$ cat src/rtl/mmdec_pkg.sv
package mmdec_pkg;
    typedef enum logic [1:0] {
        ST_IDLE  = 2'd0,
        ST_BUSY  = 2'd1,
        ST_FAULT = 2'd2
    } rt_state_e;

    typedef enum logic [1:0] {
        EC_NONE  = 2'd0,
        EC_HOLE  = 2'd1,
        EC_ALIGN = 2'd2,
        EC_PROTO = 2'd3
    } rt_err_e;
endpackage

$ cat src/rtl/mmdec_decode.sv
module mmdec_decode #(
    parameter int N  = 3,
    parameter int AW = 16,
    parameter int IW = 2,
    parameter logic [N*AW-1:0] BASE  = '0,
    parameter logic [N*AW-1:0] MASK  = '0,
    parameter logic [N*4-1:0]  WBITS = '0
) (
    input  logic [AW-1:0] addr,
    output logic          hit,
    output logic [IW-1:0] idx,
    output logic          misalign,
    output logic [AW-1:0] offset
);
    logic [N-1:0]  match;
    logic [N-1:0]  low_set;
    logic [AW-1:0] offs [N];

    for (genvar gi = 0; gi < N; gi++) begin : g_win
        localparam logic [AW-1:0] B  = BASE[gi*AW +: AW];
        localparam logic [AW-1:0] M  = MASK[gi*AW +: AW];
        localparam int            WB = int'(WBITS[gi*4 +: 4]);
        localparam logic [AW-1:0] LOWM = (AW'(1) << WB) - AW'(1);

        assign match[gi]   = (addr & M) == B;
        assign low_set[gi] = |(addr & LOWM);
        assign offs[gi]    = (addr & ~M) >> WB;

        // a window base must lie inside its own mask
        initial begin : cfg_chk
            p_base_in_mask_r1: assert ((B & M) == B)
                else $error("window %0d base outside mask", gi);
        end
    end

    // lowest index wins: scan downward so the last write is the lowest
    always_comb begin
        hit = 1'b0;
        idx = '0;
        for (int i = N - 1; i >= 0; i--) begin
            if (match[i]) begin
                hit = 1'b1;
                idx = IW'(i);
            end
        end
    end

    assign misalign = hit & low_set[idx];
    assign offset   = offs[idx];
endmodule

$ cat src/rtl/mmdec_ctrl.sv
module mmdec_ctrl
    import mmdec_pkg::*;
#(
    parameter int AW = 16,
    parameter int DW = 32,
    parameter int BW = 4,
    parameter int IW = 2
) (
    input  logic          clk,
    input  logic          rst_n,
    input  logic [AW-1:0] m_addr,
    input  logic          m_rd,
    input  logic          m_wr,
    input  logic [DW-1:0] m_wdata,
    input  logic [BW-1:0] m_be,
    input  logic          dec_hit,
    input  logic [IW-1:0] dec_idx,
    input  logic          dec_mis,
    input  logic          slv_wait,
    output rt_state_e     state,
    output logic [AW-1:0] lat_addr,
    output logic          lat_rd,
    output logic          lat_wr,
    output logic [DW-1:0] lat_wdata,
    output logic [BW-1:0] lat_be,
    output logic [IW-1:0] sel_idx,
    output logic          ev,
    output rt_err_e       ev_code,
    output logic [AW-1:0] ev_addr
);
    rt_state_e nxt;
    logic      req;
    logic      drift;

    assign req   = m_rd | m_wr;
    assign drift = (m_addr != lat_addr) || (m_rd != lat_rd) || (m_wr != lat_wr)
                || (m_wdata != lat_wdata) || (m_be != lat_be);

    always_ff @(posedge clk or negedge rst_n) begin
        if (!rst_n) state <= ST_IDLE;
        else        state <= nxt;
    end

    always_comb begin
        nxt     = state;
        ev      = 1'b0;
        ev_code = EC_NONE;
        ev_addr = m_addr;
        unique case (state)
            ST_IDLE: begin
                if (m_rd && m_wr) begin
                    nxt = ST_FAULT; ev = 1'b1; ev_code = EC_PROTO;
                end else if (req && !dec_hit) begin
                    nxt = ST_FAULT; ev = 1'b1; ev_code = EC_HOLE;
                end else if (req && dec_mis) begin
                    nxt = ST_FAULT; ev = 1'b1; ev_code = EC_ALIGN;
                end else if (req) begin
                    nxt = ST_BUSY;
                end
            end
            ST_BUSY: begin
                if (drift) begin
                    ev = 1'b1; ev_code = EC_PROTO;
                end
                if (!slv_wait) nxt = ST_IDLE;
            end
            ST_FAULT: nxt = ST_IDLE;
            default:  nxt = ST_IDLE;
        endcase
    end

    always_ff @(posedge clk or negedge rst_n) begin
        if (!rst_n) begin
            lat_addr  <= '0;
            lat_rd    <= 1'b0;
            lat_wr    <= 1'b0;
            lat_wdata <= '0;
            lat_be    <= '0;
            sel_idx   <= '0;
        end else if (state == ST_IDLE && req) begin
            lat_addr  <= m_addr;
            lat_rd    <= m_rd;
            lat_wr    <= m_wr;
            lat_wdata <= m_wdata;
            lat_be    <= m_be;
            sel_idx   <= dec_idx;
        end
    end

    p_release_r4: assert property (@(posedge clk) disable iff (!rst_n)
        (state == ST_BUSY && !slv_wait) |=> state == ST_IDLE);

    p_hold_copy_r5: assert property (@(posedge clk) disable iff (!rst_n)
        (state == ST_BUSY && slv_wait) |=> ($stable(lat_addr) && $stable(lat_wdata)
                                            && $stable(lat_be) && $stable(sel_idx)));

    p_fault_once_r8: assert property (@(posedge clk) disable iff (!rst_n)
        state == ST_FAULT |=> state == ST_IDLE);
endmodule

$ cat src/rtl/mmdec_errlog.sv
module mmdec_errlog
    import mmdec_pkg::*;
#(
    parameter int AW = 16
) (
    input  logic          clk,
    input  logic          rst_n,
    input  logic          clr,
    input  logic          ev,
    input  rt_err_e       ev_code,
    input  logic [AW-1:0] ev_addr,
    output logic          flag,
    output logic [1:0]    code,
    output logic [AW-1:0] addr
);
    always_ff @(posedge clk or negedge rst_n) begin
        if (!rst_n) begin
            flag <= 1'b0;
            code <= 2'd0;
            addr <= '0;
        end else if (ev && (!flag || clr)) begin
            flag <= 1'b1;
            code <= ev_code;
            addr <= ev_addr;
        end else if (clr) begin
            flag <= 1'b0;
        end
    end

    p_sticky_r10: assert property (@(posedge clk) disable iff (!rst_n)
        (flag && !clr) |=> (flag && $stable(addr) && $stable(code)));
endmodule

$ cat src/rtl/mmdec_router.sv
module mmdec_router
    import mmdec_pkg::*;
#(
    parameter int N  = 3,
    parameter int AW = 16,
    parameter int DW = 32,
    parameter int BW = 4,
    parameter logic [N*AW-1:0] BASE  = {16'h1000, 16'h1000, 16'h0000},
    parameter logic [N*AW-1:0] MASK  = {16'hF000, 16'hFF00, 16'hF000},
    parameter logic [N*4-1:0]  WBITS = {4'd2, 4'd1, 4'd2}
) (
    input  logic            clk,
    input  logic            rst_n,
    input  logic [AW-1:0]   m_addr,
    input  logic            m_rd,
    input  logic            m_wr,
    input  logic [DW-1:0]   m_wdata,
    input  logic [BW-1:0]   m_be,
    output logic [DW-1:0]   m_rdata,
    output logic            m_wait,
    output logic [N-1:0]    s_sel,
    output logic            s_rd,
    output logic            s_wr,
    output logic [AW-1:0]   s_off,
    output logic [DW-1:0]   s_wdata,
    output logic [BW-1:0]   s_be,
    input  logic [N*DW-1:0] s_rdata,
    input  logic [N-1:0]    s_wait,
    output logic            s_abort,
    input  logic            err_clr,
    output logic            err_flag,
    output logic [1:0]      err_code,
    output logic [AW-1:0]   err_addr
);
    localparam int IW = (N > 1) ? $clog2(N) : 1;

    rt_state_e     state;
    logic [AW-1:0] lat_addr;
    logic          lat_rd, lat_wr;
    logic [DW-1:0] lat_wdata;
    logic [BW-1:0] lat_be;
    logic [IW-1:0] sel_idx;
    logic [AW-1:0] dec_addr;
    logic          dec_hit, dec_mis;
    logic [IW-1:0] dec_idx;
    logic [AW-1:0] dec_off;
    logic          slv_wait;
    logic          ev;
    rt_err_e       ev_code;
    logic [AW-1:0] ev_addr;
    logic          busy;

    assign busy     = (state == ST_BUSY);
    assign dec_addr = (state == ST_IDLE) ? m_addr : lat_addr;
    assign slv_wait = s_wait[sel_idx];

    mmdec_decode #(.N(N), .AW(AW), .IW(IW), .BASE(BASE), .MASK(MASK), .WBITS(WBITS)) u_dec (
        .addr(dec_addr), .hit(dec_hit), .idx(dec_idx), .misalign(dec_mis), .offset(dec_off)
    );

    mmdec_ctrl #(.AW(AW), .DW(DW), .BW(BW), .IW(IW)) u_ctrl (
        .clk(clk), .rst_n(rst_n),
        .m_addr(m_addr), .m_rd(m_rd), .m_wr(m_wr), .m_wdata(m_wdata), .m_be(m_be),
        .dec_hit(dec_hit), .dec_idx(dec_idx), .dec_mis(dec_mis), .slv_wait(slv_wait),
        .state(state), .lat_addr(lat_addr), .lat_rd(lat_rd), .lat_wr(lat_wr),
        .lat_wdata(lat_wdata), .lat_be(lat_be), .sel_idx(sel_idx),
        .ev(ev), .ev_code(ev_code), .ev_addr(ev_addr)
    );

    mmdec_errlog #(.AW(AW)) u_err (
        .clk(clk), .rst_n(rst_n), .clr(err_clr), .ev(ev), .ev_code(ev_code), .ev_addr(ev_addr),
        .flag(err_flag), .code(err_code), .addr(err_addr)
    );

    for (genvar gi = 0; gi < N; gi++) begin : g_sel
        assign s_sel[gi] = busy && (sel_idx == IW'(gi));
    end

    always_comb begin
        m_wait  = 1'b0;
        m_rdata = '0;
        unique case (state)
            ST_IDLE:  m_wait = m_rd | m_wr;
            ST_BUSY: begin
                m_wait = slv_wait;
                if (lat_rd) m_rdata = s_rdata[int'(sel_idx)*DW +: DW];
            end
            ST_FAULT: m_wait = 1'b0;
            default:  m_wait = 1'b0;
        endcase
    end

    assign s_rd    = busy & lat_rd;
    assign s_wr    = busy & lat_wr;
    assign s_off   = busy ? dec_off : '0;
    assign s_wdata = lat_wdata;
    assign s_be    = lat_be;
    assign s_abort = (state == ST_FAULT);

    p_sel_onehot_r1: assert property (@(posedge clk) disable iff (!rst_n)
        $onehot0(s_sel));

    p_abort_clean_r8: assert property (@(posedge clk) disable iff (!rst_n)
        s_abort |-> (s_sel == '0 && !m_wait && m_rdata == '0));

    p_idle_quiet_r12: assert property (@(posedge clk) disable iff (!rst_n)
        (state == ST_IDLE && !m_rd && !m_wr) |-> (!m_wait && s_sel == '0));

    p_strobe_excl_r7: assert property (@(posedge clk) disable iff (!rst_n)
        !(s_rd && s_wr));
endmodule

$ cat config.mk
export PLATFORM = sky130hd
export DESIGN_NAME = mmdec_router
export DESIGN_NICKNAME = d
export VERILOG_FILES = /design/src/rtl/mmdec_pkg.sv /design/src/rtl/mmdec_decode.sv /design/src/rtl/mmdec_ctrl.sv /design/src/rtl/mmdec_errlog.sv /design/src/rtl/mmdec_router.sv
export SDC_FILE = /design/constraint.sdc
export NUM_CORES = 1
export LEC_CHECK = 0
export ABC_AREA = 1
export BUFFER_PORTS_ARGS = -buffer_cell sky130_fd_sc_hd__buf_2
export CELL_PAD_IN_SITES_DETAIL_PLACEMENT = 0
export CELL_PAD_IN_SITES_GLOBAL_PLACEMENT = 1
export CORE_MARGIN = 4
export CORE_UTILIZATION = 31
export CTS_BUF_LIST = sky130_fd_sc_hd__clkbuf_8
export DETAILED_ROUTE_END_ITERATION = 10
export PLACE_DENSITY_LB_ADDON = 0.3
export SLEW_MARGIN = 20
export SYNTH_ARGS = -nofsm -noshare
export SYNTH_HDL_FRONTEND = slang
export SYNTH_SLANG_ARGS = --single-unit
export TNS_END_PERCENT = 1
$ cat constraint.sdc
create_clock -name clk -period 2.46 [get_ports clk]
set_input_delay 0.615 -clock clk [delete_from_list [all_inputs] [get_ports clk]]
set_output_delay 0.615 -clock clk [all_outputs]
set_load 0.01 [all_outputs]
==> impl_metrics.ini <==
[cts]
cts_tree = yes
numCtsBuffers = 9
clockRootBuffer = clkbuf_8
h-tree-depth = 3
cts_hold_buf = 0
clk_path_buf_depth = 2
clkTransAtPathRegs_ns = 0.08
clock_latency_ns = 0.37
cts_sinks = 77

[route]
wl_per_cell_um = 13.9
dr.pass1.iters = 5
viasPerCell = 4.42
wl_um = 18800
vias = 5968
drt-initial-drc-count = 280
antenna_left = 0
drcViolationCount = 0

[synth]
synth_top_area_share_pct = 36.9
syn_area_per_cell_sq_um = 6.07
synth_top_family_by_area = simple AND/OR/NAND/NOR gates
ys_seq_area_share_pct = 36.9
syn_inst = 861
yosys.area_share.simple_pct = 41.4
synthAdderAreaFrac_pct = 0
synth.area.top_cells = dfrtp_1, nand2_1, inv_1
ys.warnings.count = 0
muxShareOfSynthArea_pct = 0
ys_seq_elements = 77
synth_xor_area_share_pct = 1.34
netlist_area_sq_um = 5230
synth_compound_area_share_pct = 7.47
yosysUniqueCellTypes = 28
yosysTopAreaCell = dfrtp_1

[timing]
slew_headroom_pct = 55.7
timing.final.crit_period_ns = 2.55
setup_ws_ns = -0.0949
fmax_mhz = 391
grt_setup_unrepaired = yes
slew_violations = 0
tightestPinTransition_ns = 0.664
finalHoldViolCount = 0
setup_violations = 7
hold_slack_ns = 0.274
skew_ns = 0.0104
fin_tns_setup_ns = -0.485
post-route-period-util_pct = 104

[setup_path]
cp.required_ns = 1.85
reg2reg_from = u_ctrl.state[0]$_DFFE_PN0P_
r2r_end = u_err.addr[1]$_DFFE_PN0P_
critPathMaxFanout = 8
critPathCaptureType = output port
critPathLaunchType = flop
regToRegSetupSlack_ns = 0.37
crit_arrival_ns = 1.94
path_class = flop to output port
worstRegToRegCells = 12

[hold_path]
hold_path_class = input port to asynchronous set/reset pin

[floorplanning]
num_rows = 47
die_height_um = 138
dieArea_sq_um = 19000
pin_count = 266
core_sq_um = 16500
initial_core_util_pct = 31.6
die_x_um = 138

[power]
irDropWorstVdd_mv = 0.597
sw_frac_of_total_pct = 46.7
clockPowerShare_pct = 14.2
p_int_w = 0.00378
comb_power_share_pct = 52.2
p_per_area_nw_per_um2 = 986
p_leak_nw = 4.48
power_w = 0.00708
seq_power_share_pct = 33.7
p_sw_w = 0.00330

[final_layout]
fillers = 1773
layout_commonest_cell = nand2_1
final_cell_mix = nand2_1, buf_2, inv_1
nNetsFinal = 1281
fin_util_pct = 43.5
regArea_sq_um = 1930
multi_input_area_sq_um = 2730
drive_gt1_share_pct = 29.8
synthToLayoutAreaGrowth_pct = 37.5

[run_status]
status = complete, but fails checks
violations = setup timing

[grt]
antenna_found_initial = 2
grt_pass1_wl_um = 27700
overflow = 0
busiest_layer = met2
grt_max_degree = 76
met1_usage_pct = 22.4
grt_pass1_vias = 5337
met3_usage_pct = 4.31
use_met2_pct = 34.4
grtUsageTotal_pct = 19.0

[placement]
place.gp.congestion = 0.824
dp_hpwl_um = 14900
dp_slack_ns = 0.0377
io_buffers = 259

[job]
maxCapViolations = 0
flip-flops by register name, indices dropped and copies added (netlist names), 2 cells and up:
name,cells
u_err.code,2
u_err.addr,16
u_ctrl.lat_be,4
u_ctrl.state,2
u_ctrl.sel_idx,2
u_ctrl.lat_addr,16
u_ctrl.lat_wdata,32
power by group through the flow:
stage | combinational, W | sequential [W] | clock [W]
after CTS | 0.00370 | 0.00239 | 0.00103
after global placement | 0.00364 | 0.00240 | 0
after global routing | 0.00420 | 0.00249 | 0.00108
final | 0.00369 | 0.00239 | 0.00100
after floorplan | 0.00205 | 0.00253 | 0
after detailed placement | 0.00366 | 0.00240 | 0
per-layer routing:
layer  wire, um  vias up
li1           -     3132
met3       1410       18
met1       7690     2624
met5         13        -
met4        230        2
met2       9480      192
how the worst max path moves through the flow:
stage	slack, ns	start	to	depth (start not counted)
4_1_cts	-0.09	u_ctrl.state[1]$_DFFE_PN0P_	s_off[0]	9
2_1_floorplan	0.25	m_rd	m_wait	6
5_1_grt	-0.20	u_ctrl.state[0]$_DFFE_PN0P_	s_off[1]	9
6_report	-0.09	u_ctrl.state[0]$_DFFE_PN0P_	s_off[6]	9
3_5_place_dp	0.04	m_addr[9]	s_off[0]	10
3_3_place_gp	0.07	m_addr[9]	s_off[6]	10
final cells by class:
type / count / share of cell area, %
diodes: 1 / 0.0348
clock buffers: 11 / 2.11
clock inverters: 4 / 0.662
inverters: 129 / 6.74
multi-input cells: 622 / 38.0
flip-flops and latches: 77 / 26.8
well taps: 220 / 3.83
repair buffers: 286 / 21.8
what timing repair did:
item	in CTS	in global routing
setup buffers	4	0
pin swaps	5	10
endpoints found under the setup margin	7	40
resized for setup	4	24
cloned	0	0
stage by stage:
step                instance area [sq um]  cells
finish                               7180   1350
global route                         7180   1350
CTS                                  7110   1349
detailed placement                   6870   1330
global placement                     6870   1330
floorplan                            5240    866
critical path: stages (launching register included):
cell and delay [ns]:
dfrtp_1 0.43, nor2_4 0.27, nand3_2 0.09, nand2_1 0.10
nand2_2 0.06, nor2_2 0.12, buf_6 0.16, nand2_4 0.05
a21oi_2 0.14, buf_2 0.14
kinds of logic after synthesis:
kind of cell | after synthesis
AND/OR/NAND/NOR | 531
buffers and inverters | 167
other | 1
flip-flops | 77
XOR/XNOR | 8
AO/OA/AOI/OAI | 77
synthesized netlist by cell type:
library cell	number
conb_1	1
nand3b_1	1
a22oi_1	1
a21oi_1	2
clkinv_1	2
nand4_1	1
dfrtp_1	77
nor3_1	2
o21ai_0	71
xor2_1	6
buf_4	7
nand2_1	368
buf_8	1
or2_2	1
nand3_1	90
nor2_4	1
buf_1	2
buf_2	4
nor2_2	1
inv_1	122
clkbuf_1	24
inv_2	5
nand2_2	3
xnor2_1	2
o21ai_1	1
o22ai_1	2
nand2_4	4
nor2_1	59
Power figures use the tool's default switching activity.
